<file path="src/rtl/rst_hub.sv">
module rst_hub #(
  parameter int STRAP_W     = 8,
  parameter int CTRL_W      = 32,
  parameter int EN_BIT      = 22,
  parameter int HOLD_BIT    = 21,
  parameter int KICK_BIT    = 0,
  parameter int SOFT_CYCLES = 16,
  parameter int SYNC_STAGES = 2
) (
  input  logic               clk,
  input  logic               ext_rst_n,
  input  logic               pci_rst_n,
  input  logic               wdog_expire,
  input  logic               sw_wr_en,
  input  logic [CTRL_W-1:0]  sw_wr_data,
  input  logic [STRAP_W-1:0] strap_pins,
  input  logic               rstout_strap_pin,
  input  logic               req64_n,
  output logic               core_rst_n,
  output logic               rst_out_n,
  output logic [STRAP_W-1:0] strap_q,
  output logic               board_wide_q
);

  localparam int CNT_W = $clog2(SOFT_CYCLES + 1);

  logic [SYNC_STAGES-1:0] ext_sync, pci_sync;
  logic                   ext_ok, pci_ok, hard_n;
  logic                   ctrl_en, ctrl_hold, rstout_q;
  logic [CNT_W-1:0]       soft_cnt;
  logic                   soft_idle, wr_ok, kick;
  logic                   unused_wr_bits;

  always_ff @(posedge clk or negedge ext_rst_n)
    if (!ext_rst_n) ext_sync <= '0;
    else            ext_sync <= {ext_sync[SYNC_STAGES-2:0], 1'b1};

  always_ff @(posedge clk or negedge pci_rst_n)
    if (!pci_rst_n) pci_sync <= '0;
    else            pci_sync <= {pci_sync[SYNC_STAGES-2:0], 1'b1};

  assign ext_ok = ext_sync[SYNC_STAGES-1];
  assign pci_ok = pci_sync[SYNC_STAGES-1];
  assign hard_n = ext_ok & pci_ok;

  assign soft_idle  = (soft_cnt == '0);
  assign core_rst_n = hard_n & soft_idle;
  assign wr_ok      = sw_wr_en & core_rst_n;
  assign kick       = core_rst_n & (wdog_expire | (sw_wr_en & sw_wr_data[KICK_BIT]));

  always_ff @(posedge clk or negedge hard_n)
    if (!hard_n)     soft_cnt <= '0;
    else if (kick)   soft_cnt <= CNT_W'(SOFT_CYCLES);
    else if (!soft_idle) soft_cnt <= soft_cnt - 1'b1;

  always_ff @(posedge clk or negedge hard_n)
    if (!hard_n) begin
      ctrl_en   <= 1'b0;
      ctrl_hold <= 1'b0;
    end else if (wr_ok) begin
      ctrl_en   <= sw_wr_data[EN_BIT];
      ctrl_hold <= sw_wr_data[HOLD_BIT];
    end

  always_ff @(posedge clk)
    if (!ext_ok) begin
      strap_q  <= strap_pins;
      rstout_q <= rstout_strap_pin;
    end

  always_ff @(posedge clk)
    if (!pci_ok) board_wide_q <= ~req64_n;

  assign rst_out_n = ext_ok & (ctrl_en ? ~ctrl_hold : rstout_q);

  assign unused_wr_bits = ^sw_wr_data;

endmodule

</file>
<file path="config.mk">
export PLATFORM = sky130hd
export DESIGN_NAME = rst_hub
export DESIGN_NICKNAME = d
export VERILOG_FILES = /design/src/rtl/rst_hub.sv
export SDC_FILE = /design/constraint.sdc
export NUM_CORES = 1
export LEC_CHECK = 0
export ABC_AREA = 0
export CAP_MARGIN = 20
export CORE_MARGIN = 2
export CORE_UTILIZATION = 57
export DETAILED_ROUTE_END_ITERATION = 8
export DONT_BUFFER_PORTS = 1
export GPL_TIMING_DRIVEN = 0
export PLACE_DENSITY_LB_ADDON = 0.15
export REMOVE_ABC_BUFFERS = 1
export SYNTH_ARGS = -nofsm -noshare
export SYNTH_HDL_FRONTEND = slang
export SYNTH_SLANG_ARGS = --single-unit
</file>
<file path="constraint.sdc">
create_clock -name clk -period 1.55 [get_ports clk]
set_clock_uncertainty 0.15 [all_clocks]
set_input_delay 0 -clock clk [delete_from_list [all_inputs] [get_ports clk]]
set_output_delay 0 -clock clk [all_outputs]
set_load 0.01 [all_outputs]
</file>
==> results.sh, run 1 <==
export IMPL_status="complete, but fails checks"
export IMPL_syn_inst=52
export IMPL_vdd_ir_drop_max_mv=1.08
export IMPL_drt_total_wl_um=1690
export IMPL_min_path_type="in -> reg"
export IMPL_slowest_stage="or4b_4"
export IMPL_dpl_hpwl_um=1010
export IMPL_synthTopCellsByArea="edfxtp_1 (39%), dfrtp_1 (36%), inv_1 (2.9%), mux2_1 (2.9%), o21ai_0 (2.6%)"
export IMPL_cts_sinks=21
export IMPL_slew_violations=0
export IMPL_grt_pass1_vias=471
export IMPL_sequentialPowerShare_pct=52.5
export IMPL_start_util_pct=60.1
export IMPL_synth_top_area_cell="edfxtp_1"
export IMPL_path_buf_inv=1
export IMPL_path_clk_slew_ns=0.11
export IMPL_dieArea_mm2=0.00166
export IMPL_max_freq_ghz=0.548
export IMPL_synth_seq_cells=21
export IMPL_period_share_pct=118
export IMPL_clkPwrFrac_pct=16.5
export IMPL_io_pins=58
export IMPL_drc=0
export IMPL_post_route_util_pct=84.3
export IMPL_vias=531
export IMPL_final_area_mm2=0.00108
export IMPL_synth_top_area_share_pct=38.9
export IMPL_critPathKind="reg -> reg"
export IMPL_rr_startpoint="soft_cnt[1]$_DFFE_PN0P_"
export IMPL_ant_nets=0
export IMPL_worst_slack_ns=-0.275
export IMPL_core_mm2=0.00128
export IMPL_clk_path_buf_depth=2
export IMPL_r2r_setup_slack_ns=-0.27
export IMPL_numCtsBuffers=3
export IMPL_final_nets=130
export IMPL_switching_share_pct=30.4
export IMPL_r2r_end="ctrl_en$_DFFE_PN0P_"
export IMPL_antennaDiodeCount=0
export IMPL_worstPathRequired_ns=1.59
export IMPL_grt_usage_pct=21.1
export IMPL_antenna_found_initial=0
export IMPL_via_per_inst=5.53
export IMPL_cts_htree_levels=1
export IMPL_slowest_delay_ns=0.49
export IMPL_drt_initial_drc_count=16
export IMPL_pre_cts_ws_ns=-0.379
export IMPL_combinationalPowerShare_pct=31.0
export IMPL_critPathLaunchType="flip-flop"
export IMPL_max_cap_violations=0
export IMPL_wire_per_inst_um=17.6
export IMPL_dpl_cell_area_um2=795
export IMPL_ys_warn_count=0
export IMPL_hold_depth=1
export IMPL_die_width_um=40.8
export IMPL_leakage_uw=0.000451
export IMPL_syn_to_final_growth_pct=40.4
export IMPL_cts_tree="done"
export IMPL_arrival_ns=1.86
export IMPL_hold_viol=0
export IMPL_grt_max_degree=12
export IMPL_grt_pass1_wl_um=2150
export IMPL_power_switching_uw=465
export IMPL_post_synth_cell_area_avg_um2=14.8
export IMPL_layout_drive_gt1_share_pct=19.8
export IMPL_overflow=0
export IMPL_fillerInstances=61
export IMPL_clock_root_buffer="clkbuf_4"
export IMPL_end_kind="flip-flop"
export IMPL_die_h_um=40.8
export IMPL_crit_path_cell_trace="inv_2 -> ha_4 -> or4b_4 -> nor2_4 -> mux2_4"
export IMPL_min_to="strap_q[3]$_DFFE_PN_"
export IMPL_clk_latency_ns=0.29
export IMPL_violations="negative setup slack"
export IMPL_p_int_uw=1060
export IMPL_reg2reg_depth=5
export IMPL_seq_area_frac_synth_pct=74.6
export IMPL_pwr_density_cell_mw_per_mm2=1410
export IMPL_gp_congestion=0.707
export IMPL_netlist_area_um2=772
export IMPL_critPathMaxFanout=3
export IMPL_synth_distinct_cells=20
export IMPL_setup_viol=4
export IMPL_period_needed_ns=1.82
export IMPL_io_buffers=0
export IMPL_drt_pass1_iter_count=4
export IMPL_hold_start="strap_pins[3]"
export IMPL_rsz0062_at_grt="true"
export IMPL_rows=13
export IMPL_crit_family="simple AND/OR/NAND/NOR gates"
export IMPL_total_power_uw=1530
worst reg2reg max path, delay by kind of cell, from the launching register on:
kind,cells,cell delay (ns)
adders and majority gates,1,0.13
and+or+nand+nor,2,0.63
muxes,1,0.32
DFF,1,0.42
buffers and inverters,1,0.08
repair_timing:
action / in CTS / in global routing
setup buffers: 3 / 3
setup endpoints to repair: 8 / 6
hold buffers: 19 / 0
resized for setup: 8 / 2
pin swaps: 2 / 2
hold endpoints to repair: 19 / 0
area by class of cell:
type / count / area [µm²] / share of cell area (%)
Tap cell: 15 / 18.8 / 1.73
Sequential cell: 21 / 576 / 53.1
Clock buffer: 4 / 26.3 / 2.42
Multi-Input combinational cell: 26 / 213 / 19.6
Timing Repair Buffer: 24 / 228 / 21.0
Inverter: 6 / 22.5 / 2.08
stage by stage:
stage	std cells	setup TNS, ns	hold slack (ns)
after CTS	94	-0.847	0.175
after floorplan	53	-0.606	-0.446
after global placement	68	-1.19	-0.446
after global routing	96	-1.28	0.173
final	96	-0.834	0.182
after detailed placement	68	-2.12	-0.446
per-layer routing:
layer / vias to the layer above / part of all wire (%) / GRT usage [%]
met4: 0 / 1.0 / 10.0
met5: - / 0 / 0
met3: 4 / 4.2 / 4.89
li1: 236 / - / -
met2: 23 / 51 / 33.2
met1: 268 / 44 / 27.4
worst max path at each step:
| stage | start | end | slack, ns | cells after the start |
|---|---|---|---|---|
| 2_1_floorplan | soft_cnt[0]$_DFFE_PN0P_ | ctrl_en$_DFFE_PN0P_ | -0.25 | 5 |
| 3_3_place_gp | soft_cnt[0]$_DFFE_PN0P_ | ctrl_hold$_DFFE_PN0P_ | -0.30 | 5 |
| 3_5_place_dp | soft_cnt[1]$_DFFE_PN0P_ | soft_cnt[1]$_DFFE_PN0P_ | -0.38 | 5 |
| 4_1_cts | soft_cnt[1]$_DFFE_PN0P_ | ctrl_en$_DFFE_PN0P_ | -0.27 | 5 |
| 5_1_grt | soft_cnt[1]$_DFFE_PN0P_ | ctrl_en$_DFFE_PN0P_ | -0.30 | 5 |
| 6_report | soft_cnt[1]$_DFFE_PN0P_ | ctrl_en$_DFFE_PN0P_ | -0.27 | 5 |
power groups by stage:
stage	clock network (µW)	logic [µW]	registers (µW)
2_1_floorplan	0	207	769
3_3_place_gp	0	227	781
3_5_place_dp	0	253	797
4_1_cts	252	427	798
5_1_grt	275	524	809
6_report	252	474	802
synth_stat cells:
| master | instances |
|---|---|
| dfrtp_1 | 11 |
| edfxtp_1 | 10 |
| inv_1 | 6 |
| o21ai_0 | 4 |
| nor2_1 | 3 |
| mux2_1 | 2 |
| nand2b_1 | 2 |
| o211ai_1 | 2 |
| a211oi_1 | 1 |
| a21oi_1 | 1 |
| conb_1 | 1 |
| ha_1 | 1 |
| nand2_1 | 1 |
| nand3_1 | 1 |
| nor2_4 | 1 |
| nor3_1 | 1 |
| nor4b_1 | 1 |
| o31ai_1 | 1 |
| or4b_4 | 1 |
| xnor2_1 | 1 |
registers in the layout (all words and copies together) (netlist names):
register / count
strap_q: 8
soft_cnt: 5
ext_sync: 2
pci_sync: 2
board_wide_q: 1
ctrl_en: 1
ctrl_hold: 1
rstout_q: 1
layout by cell type (no fill, tap or decap):
cell type / Yosys / routed
o21ai_0: 4 / 2
nand3_1: 1 / 1
inv_1: 6 / 4
a211oi_1: 1 / 1
buf_4: 0 / 5
clkbuf_1: 0 / 1
nor3_1: 1 / 1
o211ai_1: 2 / 2
ha_4: 0 / 1
o31ai_1: 1 / 1
dfrtp_1: 11 / 11
conb_1: 1 / 2
nand2b_1: 2 / 2
clkbuf_4: 0 / 3
nor2_4: 1 / 1
inv_2: 0 / 2
a21oi_1: 1 / 1
mux2_4: 0 / 2
o21ai_1: 0 / 2
dlygate4sd3_1: 0 / 19
nor4b_4: 0 / 1
edfxtp_1: 10 / 10
nand2_1: 1 / 1
xnor2_1: 1 / 1
or4b_4: 1 / 1
nor2_1: 3 / 3
cells by family (layout without fill, tap and decap cells):
| group | count (synthesis) | in the layout | synth area share [%] |
|---|---|---|---|
| other | 1 | 2 | 0.486 |
| muxes | 2 | 2 | 2.92 |
| xor gates and xnor gates | 1 | 1 | 1.13 |
| and+or+nand+nor | 11 | 11 | 9.24 |
| AOI/OAI and AO/OA | 9 | 9 | 7.13 |
| adders and majority gates | 1 | 1 | 1.62 |
| DFF | 21 | 21 | 74.6 |
| buffers and inverters | 6 | 34 | 2.92 |
Power figures use the tool's default switching activity.
==> run 2: changes to the inputs <==
--- a/config.mk
+++ b/config.mk
@@ -8,7 +8,7 @@
 export ABC_AREA = 0
 export CAP_MARGIN = 20
 export CORE_MARGIN = 2
-export CORE_UTILIZATION = 57
+export CORE_UTILIZATION = 52
 export DETAILED_ROUTE_END_ITERATION = 8
 export DONT_BUFFER_PORTS = 1
 export GPL_TIMING_DRIVEN = 0
==> constraint.sdc (replaced) <==
create_clock -name clk -period 1.65 [get_ports clk]
set_clock_uncertainty 0.15 [all_clocks]
set_input_delay 0 -clock clk [delete_from_list [all_inputs] [get_ports clk]]
set_output_delay 0 -clock clk [all_outputs]
set_load 0.01 [all_outputs]
==> run 2 against run 1 <==
The flow still finishes with violations (negative setup slack). Via count down 2.4%. First-iteration DRC count up 13%. Clock-buffer cell count fell by 1. Sequential power is 8.2% lower. Die area increased by 8.7%. Largest power group unchanged.
==> results.sh, run 2 (synthesized netlist as in run 1, its figures left out) <==
export IMPL_cts_htree_levels=1
export IMPL_final_cell_mix="dlygate4sd3_1 (19), dfrtp_1 (11), edfxtp_1 (10), inv_1 (6), o21ai_0 (4)"
export IMPL_p_int_uw=949
export IMPL_violations="negative setup slack"
export IMPL_arrival_ns=1.70
export IMPL_vias=518
export IMPL_top_regs="strap_q (8), soft_cnt (5)"
export IMPL_syn_to_final_growth_pct=36.1
export IMPL_r2r_setup_slack_ns=-0.20
export IMPL_rows=13
export IMPL_vdd_ir_drop_max_mv=0.821
export IMPL_largest_reg_flops=8
export IMPL_rsz0062_at_grt="true"
export IMPL_sequentialPowerShare_pct=55.0
export IMPL_slew_violations=0
export IMPL_dieArea_mm2=0.00181
export IMPL_final_area_mm2=0.00105
export IMPL_overflow=0
export IMPL_r2r_end="ctrl_en$_DFFE_PN0P_"
export IMPL_worst_slack_ns=-0.201
export IMPL_rr_startpoint="soft_cnt[1]$_DFFE_PN0P_"
export IMPL_slew_headroom_pct=65.1
export IMPL_critPathMaxFanout=3
export IMPL_setup_viol=3
export IMPL_cts_sinks=21
export IMPL_max_cap_violations=0
export IMPL_cts_tree="done"
export IMPL_switching_share_pct=29.1
export IMPL_drc=0
export IMPL_drt_total_wl_um=1490
export IMPL_clock_root_buffer="clkbuf_4"
export IMPL_numCtsBuffers=3
export IMPL_dpl_hpwl_um=1020
export IMPL_die_width_um=42.5
export IMPL_critPathLaunchType="flip-flop"
export IMPL_hold_start="rstout_strap_pin"
export IMPL_dpl_cell_area_um2=795
export IMPL_period_needed_ns=1.85
export IMPL_final_common_cell="dlygate4sd3_1"
export IMPL_dp_cells=68
export IMPL_worstPathRequired_ns=1.50
export IMPL_hold_depth=1
export IMPL_final_nets=128
export IMPL_clk_latency_ns=0.29
export IMPL_die_h_um=42.5
export IMPL_max_freq_ghz=0.540
export IMPL_tightest_slew_ns=0.522
export IMPL_leakage_uw=0.000440
export IMPL_grt_pass1_wl_um=2420
export IMPL_pwr_density_cell_mw_per_mm2=1270
export IMPL_clkPwrFrac_pct=17.3
export IMPL_grt_pass1_vias=552
export IMPL_antenna_found_initial=0
export IMPL_io_buffers=0
export IMPL_regMostFlops="strap_q"
export IMPL_min_to="rstout_q$_DFFE_PN_"
export IMPL_reg2reg_depth=5
export IMPL_drt_initial_drc_count=18
export IMPL_start_util_pct=57.2
export IMPL_critPathLaunch="soft_cnt[1]$_DFFE_PN0P_"
export IMPL_gp_congestion=0.832
export IMPL_period_share_pct=112
export IMPL_core_mm2=0.00135
export IMPL_wire_per_inst_um=15.9
export IMPL_io_pins=58
export IMPL_path_clk_slew_ns=0.11
export IMPL_via_per_inst=5.51
export IMPL_grt_max_degree=13
export IMPL_ant_nets=0
export IMPL_combinationalPowerShare_pct=27.7
export IMPL_post_route_util_pct=77.8
export IMPL_fin_cells=94
export IMPL_critPathKind="reg -> out"
export IMPL_layout_drive_gt1_share_pct=16.5
export IMPL_min_path_type="in -> reg"
export IMPL_antennaDiodeCount=0
export IMPL_drt_pass1_iter_count=4
export IMPL_clk_path_buf_depth=2
export IMPL_end_kind="primary output"
export IMPL_hold_viol=0
export IMPL_power_switching_uw=390
export IMPL_grt_usage_pct=18.0
export IMPL_status="complete, but fails checks"
-- run 2: how the worst max path moves through the flow --
stage                     cells after the start                      end  slack (ns)
after CTS                                     5      ctrl_en$_DFFE_PN0P_       -0.20
after global routing                          4               core_rst_n       -0.24
final                                         4               core_rst_n       -0.20
after global placement                        5    ctrl_hold$_DFFE_PN0P_       -0.20
after floorplan                               5      ctrl_en$_DFFE_PN0P_       -0.15
after detailed placement                      5  soft_cnt[0]$_DFFE_PN0P_       -0.27
-- run 2: critical path, cell delays in order, from the launching register on --
cell	delay (ns)
dfrtp_1	0.40
inv_1	0.06
ha_2	0.18
or4b_4	0.50
nor2_1	0.26
-- run 2: per-layer routing --
| layer | GRT usage [%] | wire length [µm] | part of all wire [%] | vias up |
|---|---|---|---|---|
| met4 | 8.13 | 43 | 2.9 | 0 |
| li1 | - | - | - | 238 |
| met1 | 22.0 | 585 | 39 | 249 |
| met5 | 0 | 0 | 0 | - |
| met2 | 29.8 | 752 | 50 | 27 |
| met3 | 4.74 | 110 | 7.4 | 4 |
-- run 2: layout make-up --
class | count | area (µm²)
clock buffer | 3 | 22.5
clock inverter | 1 | 5.00
fill | 79 | 299
inverter | 6 | 22.5
multi-input combinational | 26 | 194
sequential | 21 | 576
tap | 15 | 18.8
timing repair buffer | 22 | 213
-- run 2: what timing repair did --
item                                   CTS  global route
pin swaps                                2             0
hold buffers                            19             0
buffers inserted                         2             1
endpoints found under the hold margin   19             0
setup endpoints to repair                8             6
resized for setup                        2             2
-- run 2: power groups by stage --
stage / Sequential (µW) / Clock, µW / Combinational [µW]
2_1_floorplan: 723 / 0 / 194
3_3_place_gp: 735 / 0 / 213
3_5_place_dp: 749 / 0 / 241
4_1_cts: 733 / 232 / 332
5_1_grt: 750 / 252 / 418
6_report: 736 / 232 / 371
-- run 2: through the flow --
stage	TNS (ns)	hold slack, ns	setup slack (ns)	power (µW)
global placement	-0.590	-0.446	-0.205	947
floorplan	-0.298	-0.446	-0.149	917
finish	-0.579	0.180	-0.201	1340
detailed placement	-1.41	-0.446	-0.269	990
CTS	-0.535	0.176	-0.197	1300
global route	-0.830	0.178	-0.235	1420
